`config.mk`:
```
export PLATFORM = sky130hd
export DESIGN_NAME = half_ashift_unit
export DESIGN_NICKNAME = d
export VERILOG_FILES = /design/src/rtl/half_ashift_pkg.sv /design/src/rtl/half_ashift_ctrl.sv /design/src/rtl/half_ashift_dp.sv /design/src/rtl/half_ashift_unit.sv
export SDC_FILE = /design/constraint.sdc
export NUM_CORES = 1
export LEC_CHECK = 0
export ABC_AREA = 1
export BUFFER_PORTS_ARGS = -buffer_cell sky130_fd_sc_hd__buf_4
export CAP_MARGIN = 20
export CORE_ASPECT_RATIO = 1.4
export CORE_MARGIN = 5
export CORE_UTILIZATION = 45
export DETAILED_ROUTE_END_ITERATION = 8
export PLACE_DENSITY = 0.81
export SLEW_MARGIN = 0
export SYNTH_ARGS = -nofsm -noshare
export SYNTH_HDL_FRONTEND = slang
export SYNTH_SLANG_ARGS = --single-unit
```
`constraint.sdc`:
```
create_clock -name vclk -period 3.5
set_input_delay 0.875 -clock vclk [all_inputs]
set_output_delay 0.875 -clock vclk [all_outputs]
set_load 0.005 [all_outputs]
```
`src/rtl/half_ashift_pkg.sv`:
```
package half_ashift_pkg;
  localparam int HALF_W_DEF = 16;
  localparam int CNT_W_DEF  = 6;

  // strobes from the control stage to the datapath stage
  typedef struct packed {
    logic                 srcHi;   // pick upper source half
    logic                 dstHi;   // write upper destination half
    logic                 goRight; // arithmetic right shift
    logic                 flush;   // magnitude reaches the half width
    logic [CNT_W_DEF-1:0] amt;     // shift magnitude
  } shift_ctrl_t;
endpackage

```
`src/rtl/half_ashift_ctrl.sv`:
```
module half_ashift_ctrl
  import half_ashift_pkg::*;
#(
  parameter int HALF_W = HALF_W_DEF,
  parameter int CNT_W  = CNT_W_DEF,
  localparam int WORD_W = 2 * HALF_W
) (
  input  logic              srcHiSel,
  input  logic              dstHiSel,
  input  logic [WORD_W-1:0] countWord,
  output shift_ctrl_t       ctrl
);
  logic [CNT_W-1:0] cntField;
  logic [CNT_W-1:0] magnitude;
  logic             isNeg;
  logic             unusedCountBits;

  assign cntField        = countWord[CNT_W-1:0];
  assign unusedCountBits = ^countWord[WORD_W-1:CNT_W];
  assign isNeg           = cntField[CNT_W-1];
  // -32 maps to an unsigned magnitude of 32, which still fits
  assign magnitude       = isNeg ? (~cntField + 1'b1) : cntField;

  always_comb begin
    ctrl         = '0;
    ctrl.srcHi   = srcHiSel;
    ctrl.dstHi   = dstHiSel;
    ctrl.goRight = isNeg;
    ctrl.flush   = (32'(magnitude) >= HALF_W);
    ctrl.amt     = magnitude;
  end
endmodule

```
`src/rtl/half_ashift_dp.sv`:
```
module half_ashift_dp
  import half_ashift_pkg::*;
#(
  parameter int HALF_W = HALF_W_DEF,
  localparam int WORD_W = 2 * HALF_W,
  localparam int NHALF  = 2
) (
  input  shift_ctrl_t       ctrl,
  input  logic [WORD_W-1:0] srcWord,
  input  logic [WORD_W-1:0] dstOld,
  output logic [WORD_W-1:0] dstNew
);
  logic [HALF_W-1:0] srcHalf;
  logic [HALF_W-1:0] shifted;
  logic              signBit;

  assign srcHalf = ctrl.srcHi ? srcWord[WORD_W-1:HALF_W] : srcWord[HALF_W-1:0];
  assign signBit = srcHalf[HALF_W-1];

  always_comb begin
    if (ctrl.flush)
      shifted = ctrl.goRight ? {HALF_W{signBit}} : '0;
    else if (ctrl.goRight)
      shifted = HALF_W'($signed(srcHalf) >>> ctrl.amt);
    else
      shifted = srcHalf << ctrl.amt;
  end

  // one lane per destination half: take the result or keep the old contents
  for (genvar h = 0; h < NHALF; h++) begin : g_lane
    localparam logic LANE_HI = (h == 1);
    assign dstNew[h*HALF_W +: HALF_W] =
      (ctrl.dstHi == LANE_HI) ? shifted : dstOld[h*HALF_W +: HALF_W];
  end
endmodule

```
`src/rtl/half_ashift_unit.sv`:
```
module half_ashift_unit
  import half_ashift_pkg::*;
#(
  parameter int HALF_W = HALF_W_DEF,
  parameter int CNT_W  = CNT_W_DEF,
  localparam int WORD_W = 2 * HALF_W
) (
  input  logic [WORD_W-1:0] srcWord,
  input  logic              srcHiSel,
  input  logic [WORD_W-1:0] countWord,
  input  logic [WORD_W-1:0] dstOld,
  input  logic              dstHiSel,
  output logic [WORD_W-1:0] dstNew
);
  shift_ctrl_t ctrl;

  half_ashift_ctrl #(.HALF_W(HALF_W), .CNT_W(CNT_W)) ctrl_i (
    .srcHiSel (srcHiSel),
    .dstHiSel (dstHiSel),
    .countWord(countWord),
    .ctrl     (ctrl)
  );

  half_ashift_dp #(.HALF_W(HALF_W)) dp_i (
    .ctrl   (ctrl),
    .srcWord(srcWord),
    .dstOld (dstOld),
    .dstNew (dstNew)
  );
endmodule

```
# --- Yosys cells after proc, flatten, opt, wreduce, memory -nomap -nowiden ---
# Cells that the tools add are included.
op_classes:
  n_mux: 7
  n_addsub: 1
  bitwise_logic: 1
  n_shift: 2
  order_cmp: 1
op_table:
  columns: ["cell", "count"]
  rows:
  - ["$mux 16", 6]
  - ["$shl 16x6->16", 1]
  - ["$sshr 16x6->16", 1]
  - ["$add 6x1->6 const B", 1]
  - ["$ge 6x5->1 const B", 1]
  - ["$mux 6", 1]
  - ["$not 6->6", 1]
totals:
  reg_bits: 0
  out_inout_bits: 32
  word_cells: 12

# --- Longest topological paths before layout ---
depth:
  ltp_word: 7
  mapped_depth: 18
  depth_no_buf: 18

# --- By module ---
# From an unflattened synthesis, not the netlist that was laid out.
unflattened:
  hier_cells: 559
  hier_area_um2: 2448.6
modules_own_cells:
  columns: ["module", "area_per_inst_um2", "n_inst", "cells_per_inst", "seq_area_each_um2"]
  rows:
  - ["half_ashift_dp", 2288.4, 1, 526, 0.0]
  - ["half_ashift_ctrl", 160.2, 1, 33, 0.0]

# --- Worst setup path after synthesis ---
# Ideal clock, no wire load.
synth_path:
  path_kind: "input to output"
  start: "input port countWord[0]"
  end: "output port dstNew[12]"
  t_required_ns: 2.625
  arrival_time_ns: 2.486
  n_path_buf: 2
  setup_slack_ns: 0.139
  stages: 14
  path_cell_list: "inv_2 -> buf_2 -> ha_1 -> nand2_1 -> o21ai_2 -> xor2_2 -> nor2_4 -> buf_2 -> nand2_1 -> nand2_1 -> nand2_1 -> nand3_1 -> nand2_1 -> nand2_1"
synth_via:
  elab_chain_cells: 7
synth_lines:
  columns: ["item", "line", "rtl"]
  rows:
  - ["start, declared", "half_ashift_unit.sv:10", "input logic [WORD_W-1:0] countWord,"]
  - ["$not 6->6", "half_ashift_ctrl.sv:22", "assign magnitude = isNeg ? (~cntField + 1'b1) : cntField;"]
  - ["$add 6x1->6", "half_ashift_ctrl.sv:22", null]
  - ["$mux 6 (*)", "half_ashift_ctrl.sv:22", null]
  - ["$shl 16x6->16 or $sshr 16x6->16 (tied branches)", "half_ashift_dp.sv:26, half_ashift_dp.sv:24", null]
  - ["$mux 16", "half_ashift_dp.sv:23", "else if (ctrl.goRight)"]
  - ["$mux 16 (*)", "half_ashift_dp.sv:21", "if (ctrl.flush)"]
  - ["$mux 16 (*)", "half_ashift_dp.sv:33", "(ctrl.dstHi == LANE_HI) ? shifted : dstOld[h*HALF_W +: HALF_W];"]
  - ["end, declared", "half_ashift_unit.sv:13", "output logic [WORD_W-1:0] dstNew"]
# Mark *: on every way between the ends. The rest lies on a longest branch, timed or not.

# --- Worst setup path after layout ---
layout_path:
  start: "input port countWord[1]"
  end: "output port dstNew[5]"
# The elaborated chain is that of the path after synthesis.

==> run_results.csv <==
group,metric,value,unit
timing,fin_crit,3.63,ns
synthesis,synth_top_area_cell,"nand2_1",
global_route,antenna_found_initial,0,
final_layout,nClkBuffers,0,
detailed_routing,wl_per_cell,15.9,µm
flow_run,maxCapViolCount,0,
placed_design,dpl.hpwl,6.72,mm
floorplanning,dieArea,6510,µm²
global_route,grt_max_degree,34,
synthesis,synth_cell_types,28,
setup_path,startpoint,"countWord[1]",
floorplanning,die_w,69.7,µm
timing,layout_setup_ws,-0.131,ns
detailed_routing,post_drt_via_cell_ratio,5.77,
detailed_routing,ant_nets,0,
floorplanning,die_h,93.5,µm
detailed_routing,wl_met3,1.18,mm
timing,hold_viol,0,
setup_path,required,2.62,ns
cts,postCtsHoldBufs,0,
status,outcome,"complete, but fails checks",
floorplanning,num_io_pins,130,
status,violations,"setup timing",
synthesis,syn-num-nets,615,
detailed_routing,drc_errors,0,
setup_path,path_max_fanout,11,
setup_path,start_kind,"input pin",
synthesis,syn_inst,516,
synthesis,yosysSeqAreaShare,0,%
final_layout,seq_cell_count,0,
timing,max_freq,275,MHz
final_layout,drive_gt1_share,39.6,%
detailed_routing,drtIter0Drc,303,
synthesis,synth_warnings,0,
floorplanning,initial_core_util,46.3,%
setup_path,arrival,2.76,ns
synthesis,ys_top_cells_by_area,"nand2_1 (53%), nand3_1 (17%), o21ai_1 (4.0%)",
setup_path,path_cells,"buf_6, inv_4, nand2_4, nor2_4, buf_12, nand2_8, nand2_2, nand2_1, nand2_1, nand3_1, nand2_2, nand2_1, nand3_1, nand3_1, nand2_1, nand2_1, nand2_1, nand2_1, buf_4",
final_layout,antenna_cells,0,
timing,slew_headroom,74.6,%
detailed_routing,met1Wirelength,3.78,mm
detailed_routing,met2RoutedLength,5.26,mm
detailed_routing,firstDrtPassIters,7,
final_layout,regArea,0,µm²
global_route,grt_pass1_vias,3192,
global_route,grt_util_all_layers,23.7,%
detailed_routing,routed_wl,11.2,mm
synthesis,synth_top_area_share,52.9,%
timing,worst_pin_slew,0.380,ns
final_layout,syn_to_final_growth,72.9,%
synthesis,avgSynthCellArea,4.35,µm²
setup_path,end_kind,"primary output",
placed_design,finalWeightedCongestion,0.926,
setup_path,critPathKind,"input pin to primary output",
setup_path,crit_top_cell,"nand2_1",
placed_design,port-buffer-count,104,
detailed_routing,routed.top_layer,"met4",
timing,hold_slack,2.02,ns
placed_design,dp.cells,687,
final_layout,stdcell_count,705,
setup_path,endpoint,"dstNew[5]",
pwr,p_leak,2.19,nW
synthesis,synth_area,2240,µm²
final_layout,fillers,357,
timing,setup_violations,27,
setup_path,crit_slowest_cell,"nor2_4",
final_layout,post-route-util,80.1,%
floorplanning,coreArea,4840,µm²
detailed_routing,vias,4065,
global_route,grt_pass1_wl,13.5,mm
timing,rsz0062_at_grt,"yes",
floorplanning,std_cell_rows,30,
final_layout,finalNetCount,742,
timing,maxSlewViolCount,0,
pwr,power.total,734,µW
setup_path,critical_path.max_stage_delay,0.24,ns
final_layout,multi_input_area,2380,µm²
timing,post-route-period-util,104,%
pwr,irDropWorstVdd,143,µV
worst_hold_path,hold_path.class,"input pin to primary output",
pwr,power_density,189,nW/µm²
global_route,gr-total-overflow,0,
-- placed cells by master, fill, tap and decap left out, types with 3 or more instances in the layout --
cell,instances
buf_12,6
inv_2,8
nand3_2,17
nand2_2,38
nor2_2,3
clkbuf_16,4
inv_1,8
nor2_4,4
nand3_1,60
nand2_4,8
o211ai_1,5
o21ai_1,12
a21oi_1,4
o21ai_2,9
buf_6,10
nor2_1,13
nand2_8,3
o21ai_0,3
nand2_1,274
o21ai_4,3
buf_4,133
-- per-stage QoR --
stage	worst slack (ns)	TNS, ns	cell area, µm²
finish	-0.131	-1.31	3880
global route	-0.232	-4.92	3880
CTS	0.00663	0	3290
detailed placement	-0.0325	-0.134	3260
global placement	-0.00680	-0.0121	3260
floorplan	0.139	0	2240
-- metal layers --
| layer | GRT usage, % | vias to the layer above |
|---|---|---|
| met5 | 0 | - |
| met4 | 8.79 | 0 |
| met3 | 3.66 | 110 |
| met2 | 44.2 | 339 |
| met1 | 27.0 | 1712 |
| li1 | - | 1904 |
-- cell type report --
| cell class | count | share of cell area (%) |
|---|---|---|
| Timing Repair Buffer | 154 | 34.5 |
| Inverter | 19 | 2.10 |
| Tap cell | 64 | 2.07 |
| Multi-Input combinational cell | 468 | 61.3 |
-- repair_timing --
item                                    CTS  global route
setup buffers                             0            10
endpoints found under the setup margin    8            32
cloned                                    2             6
pin swaps                                 3            31
resized for setup                         6           107
endpoints found under the hold margin     0             0
-- synthesized netlist by cell type (all sizes together), types with 2 or more instances --
cell / count
nand4: 2
a21oi: 4
o211ai: 5
xor2: 2
a31oi: 2
clkbuf: 13
buf: 18
nand3: 78
o21ai: 27
inv: 19
nand2: 321
nor2: 20
-- worst min path at each step --
stage / from / depth (start not counted) / endpoint
after floorplan: dstOld[14] / 2 / dstNew[14]
after detailed placement: dstOld[2] / 4 / dstNew[2]
after global routing: dstOld[8] / 4 / dstNew[8]
after global placement: dstOld[13] / 4 / dstNew[13]
after CTS: dstOld[2] / 4 / dstNew[2]
final: dstOld[2] / 4 / dstNew[2]
-- worst max-delay path, delay by kind of cell --
family / cells / cell delay, ns
buffers and inverters: 4 / 0.46
AND/OR/NAND/NOR: 15 / 1.42
-- power by group --
part	switching, mW	internal, mW
sequential	0	0
combinational	0.414	0.319
clock	0	0
-- cells by family (layout without fill, tap and decap cells) --
logic type / after synthesis / in the layout / share of synthesized area, %
adders and majority gates: 1 / 1 / 0.558
buffers and inverters: 50 / 173 / 9.93
and+or+nand+nor: 423 / 425 / 77.7
xor gates and xnor gates: 2 / 2 / 1.45
AOI/OAI and AO/OA: 40 / 40 / 10.4
No activity file was read; power rests on OpenSTA's default activity.
